`src/rtl/tpg_pkg.sv`:
```
package tpg_pkg;
  localparam int unsigned DMX_LEN = 5;
  localparam int unsigned ND_LEN  = 10;
  // bit k set: word k is inverted
  localparam logic [DMX_LEN-1:0] DMX_INV = 5'b01010;
  localparam logic [ND_LEN-1:0]  ND_INV  = 10'b01_0011_0010;
  localparam int unsigned IDX_W = $clog2(ND_LEN);

  typedef struct packed {
    logic en;
    logic dm;
  } tpg_cfg_t;
endpackage

```
`src/rtl/tpg_seq.sv`:
```
module tpg_seq
  import tpg_pkg::*;
(
  input  logic             clk_i,
  input  logic             rst_ni,
  input  logic             word_rst_i,
  input  logic             en_i,
  input  logic             dm_i,
  output tpg_cfg_t         cfg_o,
  output logic [IDX_W-1:0] idx_o
);
  logic [IDX_W-1:0] last;
  assign last = cfg_o.dm ? IDX_W'(DMX_LEN - 1) : IDX_W'(ND_LEN - 1);

  always_ff @(posedge clk_i or negedge rst_ni) begin
    if (!rst_ni) begin
      cfg_o <= '0;
      idx_o <= '0;
    end else if (word_rst_i) begin
      cfg_o <= '{en: en_i, dm: dm_i};
      idx_o <= '0;
    end else if (idx_o == last) begin
      cfg_o <= '{en: en_i, dm: dm_i};
      idx_o <= '0;
    end else begin
      idx_o <= idx_o + 1'b1;
    end
  end
endmodule

```
`src/rtl/tpg_phase.sv`:
```
module tpg_phase
  import tpg_pkg::*;
(
  input  logic             dm_i,
  input  logic [IDX_W-1:0] idx_i,
  output logic             inv_o
);
  always_comb begin
    inv_o = 1'b0;
    if (dm_i) begin
      if (int'(idx_i) < DMX_LEN) inv_o = DMX_INV[idx_i[$clog2(DMX_LEN)-1:0]];
    end else begin
      if (int'(idx_i) < ND_LEN) inv_o = ND_INV[idx_i];
    end
  end
endmodule

```
`src/rtl/tpg_port.sv`:
```
module tpg_port #(
  parameter int unsigned W    = 8,
  parameter logic [W-1:0] BASE = '0
) (
  input  logic         clk_i,
  input  logic         rst_ni,
  input  logic         drive_i,
  input  logic         inv_i,
  output logic [W-1:0] data_o
);
  always_ff @(posedge clk_i or negedge rst_ni) begin
    if (!rst_ni)      data_o <= '0;
    else if (!drive_i) data_o <= '0;
    else              data_o <= inv_i ? ~BASE : BASE;
  end
endmodule

```
`src/rtl/tpg_top.sv`:
```
module tpg_top #(
  parameter int unsigned W       = 8,
  parameter logic [W-1:0] BASE_QD = 8'h01,
  parameter logic [W-1:0] BASE_ID = 8'h02,
  parameter logic [W-1:0] BASE_Q  = 8'h03,
  parameter logic [W-1:0] BASE_I  = 8'h04
) (
  input  logic         clk_i,
  input  logic         rst_ni,
  input  logic         word_rst_i,
  input  logic         tp_en_i,
  input  logic         demux_i,
  output logic [W-1:0] qd_o,
  output logic [W-1:0] id_o,
  output logic [W-1:0] q_o,
  output logic [W-1:0] i_o,
  output logic         oor_o
);
  import tpg_pkg::*;

  localparam int unsigned NPORT = 4;
  // two-port mode maps Q/I patterns onto the base bytes 01h/02h
  localparam logic [NPORT-1:0][W-1:0] BASE_DM = {BASE_I, BASE_Q, BASE_ID, BASE_QD};
  localparam logic [NPORT-1:0][W-1:0] BASE_ND = {BASE_ID, BASE_QD, {W{1'b0}}, {W{1'b0}}};

  tpg_cfg_t         cfg;
  logic [IDX_W-1:0] idx;
  logic             inv;
  logic             live;
  logic [NPORT-1:0][W-1:0] dm_data, nd_data;

  tpg_seq u_seq (
    .clk_i     (clk_i),
    .rst_ni    (rst_ni),
    .word_rst_i(word_rst_i),
    .en_i      (tp_en_i),
    .dm_i      (demux_i),
    .cfg_o     (cfg),
    .idx_o     (idx)
  );

  tpg_phase u_phase (
    .dm_i (cfg.dm),
    .idx_i(idx),
    .inv_o(inv)
  );

  assign live = !word_rst_i && cfg.en;

  for (genvar p = 0; p < NPORT; p++) begin : g_port
    tpg_port #(.W(W), .BASE(BASE_DM[p])) u_dm (
      .clk_i  (clk_i),
      .rst_ni (rst_ni),
      .drive_i(live && cfg.dm),
      .inv_i  (inv),
      .data_o (dm_data[p])
    );
    if (p >= 2) begin : g_nd
      tpg_port #(.W(W), .BASE(BASE_ND[p])) u_nd (
        .clk_i  (clk_i),
        .rst_ni (rst_ni),
        .drive_i(live && !cfg.dm),
        .inv_i  (inv),
        .data_o (nd_data[p])
      );
    end else begin : g_nd_off
      assign nd_data[p] = '0;
    end
  end

  tpg_port #(.W(1), .BASE(1'b0)) u_oor (
    .clk_i  (clk_i),
    .rst_ni (rst_ni),
    .drive_i(live),
    .inv_i  (inv),
    .data_o (oor_o)
  );

  assign qd_o = dm_data[0] | nd_data[0];
  assign id_o = dm_data[1] | nd_data[1];
  assign q_o  = dm_data[2] | nd_data[2];
  assign i_o  = dm_data[3] | nd_data[3];
endmodule

```
`config.mk`:
```
export PLATFORM = sky130hd
export DESIGN_NAME = tpg_top
export DESIGN_NICKNAME = d
export VERILOG_FILES = /design/src/rtl/tpg_pkg.sv /design/src/rtl/tpg_seq.sv /design/src/rtl/tpg_phase.sv /design/src/rtl/tpg_port.sv /design/src/rtl/tpg_top.sv
export SDC_FILE = /design/constraint.sdc
export NUM_CORES = 1
export LEC_CHECK = 0
export BUFFER_PORTS_ARGS = -buffer_cell sky130_fd_sc_hd__buf_2
export CAP_MARGIN = 40
export CORE_ASPECT_RATIO = 0.7
export CORE_UTILIZATION = 50
export CTS_CLUSTER_DIAMETER = 120
export DETAILED_ROUTE_END_ITERATION = 16
export PLACE_DENSITY_LB_ADDON = 0.2
export SLEW_MARGIN = 20
export SYNTH_ARGS = -nofsm -noshare
export SYNTH_HDL_FRONTEND = slang
export SYNTH_HIERARCHICAL = 1
export SYNTH_SLANG_ARGS = --single-unit
```
`constraint.sdc`:
```
create_clock -name clk_i -period 1.91 [get_ports clk_i]
set_input_delay 0.191 -clock clk_i [delete_from_list [all_inputs] [get_ports clk_i]]
set_output_delay 0.191 -clock clk_i [all_outputs]
set_load 0.01 [all_outputs]
```
==> impl_metrics.csv <==
group,metric,value,unit
clocking,clk_latency,0.30,ns
power_and_ir_drop,p_leak,0.697,nW
clocking,cts_setup_buffers,0,
global_routing,antenna_found_initial,0,
clocking,cts_root_buf,"clkbuf_4",
routing,num_vias,706,
final_layout,syn2layout_area_growth,-0.936,%
logic_synthesis,ys_types,28,
clocking,clk_pin_slew,0.11,ns
power_and_ir_drop,intPower,0.590,mW
setup_path,arrival,1.90,ns
worst_hold_path,hp-start,"demux_i",
floorplan,rows,14,
setup_path,r2r-end,"g_port[2].g_nd.u_nd/data_o[0]",
global_routing,grt-ovfl-total,0,
power_and_ir_drop,p_sw_frac,0.285,
logic_synthesis,synth-main-ff-cell,"dfrtp_1",
logic_synthesis,synthTopCellsByCount,"36 x buf_4, 19 x dfrtp_1, 16 x or2_1, 6 x and2_2, 6 x and2b_2",
final_layout,diodes,0,
floorplan,dieHeight,43.1,µm
clocking,htreeDepth,1,
logic_synthesis,synth_area_leaders,"dfrtp_1 40%, buf_4 22%, or2_1 8.3%, and2b_2 4.4%, and2_2 3.7%",
timing,fin_crit_sh,0.897,
power_and_ir_drop,p_sw,0.236,mW
timing,rsz0062_at_grt,"false",
global_routing,grt_usage,0.147,
timing,slew_viol_final,0,
timing,slew_headroom,0.587,
clocking,numCtsBuffers,3,
worst_hold_path,hold_path_class,"primary input to flip-flop",
logic_synthesis,syn_avg_cell_area,10.2,µm²
placement,hpwl,1250,µm
setup_path,cp-start-kind,"flip-flop",
global_routing,grt_pass1_vias,589,
logic_synthesis,synth-seq-cells,19,
clocking,cts_buffer_depth,2,
power_and_ir_drop,pwr-share-seq,0.557,
floorplan,core_area,2210,µm²
logic_synthesis,synth_warnings,6,
setup_path,endpoint_kind,"flip-flop",
power_and_ir_drop,peakVddDrop,460,µV
logic_synthesis,async_flop_share,1.00,
timing,fin_crit,1.71,ns
timing,worst_pin_slew,0.616,ns
routing,first_pass_iters,3,
placement,portBuffers,37,
floorplan,die_w,60.6,µm
logic_synthesis,syn_area,1200,µm²
logic_synthesis,syn_nets,124,
logic_synthesis,synth_largest_area_cell,"dfrtp_1",
timing,max_freq,584,MHz
global_routing,grt_pass1_wl,2780,µm
setup_path,crit_type,"flip-flop to flip-flop",
timing,setup_viol,0,
logic_synthesis,yosys.cell_count.top_type,"buf_4",
setup_path,critPathMaxFanout,13,
timing,finClkSkew,0.0105,ns
setup_path,required,2.10,ns
floorplan,ios,38,
final_layout,drive_gt1_frac,0.455,
power_and_ir_drop,power_density,693,nW/µm²
worst_hold_path,whs_endpoint,"u_seq/cfg_o[0]",
worst_hold_path,min_delay_path_depth,3,
routing,drtIter0Drc,5,
logic_synthesis,yosysSeqAreaShare,0.395,
logic_synthesis,synth.top_cell.area_share,0.395,
logic_synthesis,netlist_instances,118,
timing,hold_viol,0,
final_layout,post-route-util,0.540,
flow_run,maxCapViolCount,0,
setup_path,rrSetupSlack,0.20,ns
power_and_ir_drop,pwr-share-comb,0.202,
routing,wirelength,1720,µm
global_routing,grt_max_degree,20,
clocking,cts.sinks,19,
final_layout,finalNetCount,130,
routing,post_drt_wl_per_cell,11.1,µm
routing,vias_per_cell,4.55,
floorplan,initial_core_util,0.545,
setup_path,r2r_start,"u_seq/cfg_o[0]",
setup_path,reg2reg_depth,4,
timing,setup_tns,0,ns
floorplan,dieArea,2610,µm²
clocking,cts_tree,"done",
run_status,outcome,"finished clean",
routing,antenna_violating_nets_post_route,0,
routing,route.detailed.drc,0,
placement,gp_congestion,0.777,
power_and_ir_drop,power_frac_clock,0.241,
logic_synthesis,synth_edf_count,0,
-- metrics by stage --
step | hold WS [ns] | cells | total power [mW] | worst slack [ns] | area (µm²)
2_1_floorplan | -0.105 | 118 | 0.603 | 0.467 | 1200
3_3_place_gp | 0.144 | 150 | 0.629 | 0.303 | 1150
3_5_place_dp | 0.156 | 150 | 0.635 | 0.209 | 1150
4_1_cts | 0.118 | 155 | 0.838 | 0.190 | 1190
5_1_grt | 0.119 | 155 | 0.883 | 0.0282 | 1190
6_report | 0.129 | 155 | 0.826 | 0.196 | 1190
-- placed cells by master (no fill, tap or decap), types with 2 or more instances in the layout --
cell type  count
buf_2         37
dfrtp_1       19
or2_1         16
and2b_2        6
and2_2         6
nor2b_1        3
clkbuf_4       3
o21ai_0        3
nor3_1         3
nand3_1        3
and3b_1        2
nand2_1        2
nand4bb_1      2
a21oi_1        2
-- power groups by stage --
stage | Sequential (mW) | Clock, mW | Combinational [mW]
2_1_floorplan | 0.464 | 0 | 0.139
3_3_place_gp | 0.467 | 0 | 0.162
3_5_place_dp | 0.468 | 0 | 0.167
4_1_cts | 0.460 | 0.208 | 0.169
5_1_grt | 0.467 | 0.232 | 0.185
6_report | 0.460 | 0.199 | 0.167
-- cell families (layout without fill, tap and decap cells) --
logic type / Yosys count / count (layout) / share of synthesized area
and+or+nand+nor: 52 / 52 / 0.319
buffers and inverters: 37 / 42 / 0.228
DFF: 19 / 19 / 0.395
AOI/OAI and AO/OA: 6 / 6 / 0.0249
xor gates and xnor gates: 2 / 2 / 0.0146
adders and majority gates: 1 / 1 / 0.0104
muxes: 1 / 1 / 0.00832
-- layout make-up --
class	instances	area (µm²)
Clock buffer	3	22.5
Clock inverter	1	5.00
Fill cell	202	1010
Multi-Input combinational cell	62	454
Sequential cell	19	475
Tap cell	32	40.0
Timing Repair Buffer	38	195
-- how the worst max path moves through the flow --
stage / from / to / slack [ns] / cells after the start
after global routing: u_seq/cfg_o[0] / g_port[2].g_nd.u_nd/data_o[0] / 0.03 / 4
after CTS: u_seq/cfg_o[0] / g_port[2].g_nd.u_nd/data_o[0] / 0.19 / 4
after detailed placement: u_seq/cfg_o[0] / g_port[2].g_nd.u_nd/data_o[0] / 0.21 / 4
after global placement: u_seq/cfg_o[0] / g_port[2].u_dm/data_o[1] / 0.30 / 4
after floorplan: u_seq/cfg_o[0] / g_port[2].g_nd.u_nd/data_o[0] / 0.47 / 4
final: u_seq/cfg_o[0] / g_port[2].g_nd.u_nd/data_o[0] / 0.20 / 4
-- registers in the layout, indices dropped and copies added, names as in the netlist --
| name | flops |
|---|---|
| g_port.g_nd.u_nd/data_o | 4 |
| g_port.u_dm/data_o | 8 |
| u_oor/data_o | 1 |
| u_seq/cfg_o | 2 |
| u_seq/idx_o | 4 |
-- metal layers --
layer	vias up	GRT usage	part of all wire
met5	-	0	0
met3	2	0.0640	0.049
met4	0	0.0273	0.0058
li1	365	-	-
met2	22	0.209	0.45
met1	317	0.209	0.49
-- critical path: stages (launching register included) --
cell and delay [ns]:
dfrtp_1 0.51, mux2i_1 0.20, o21ai_0 0.09, o21ai_1 0.51
and2b_2 0.29
-- repair_timing --
item,in CTS,in global routing
hold endpoints to repair,19,0
hold buffers,1,0
resized for setup,0,0
Power figures use the tool's default switching activity.
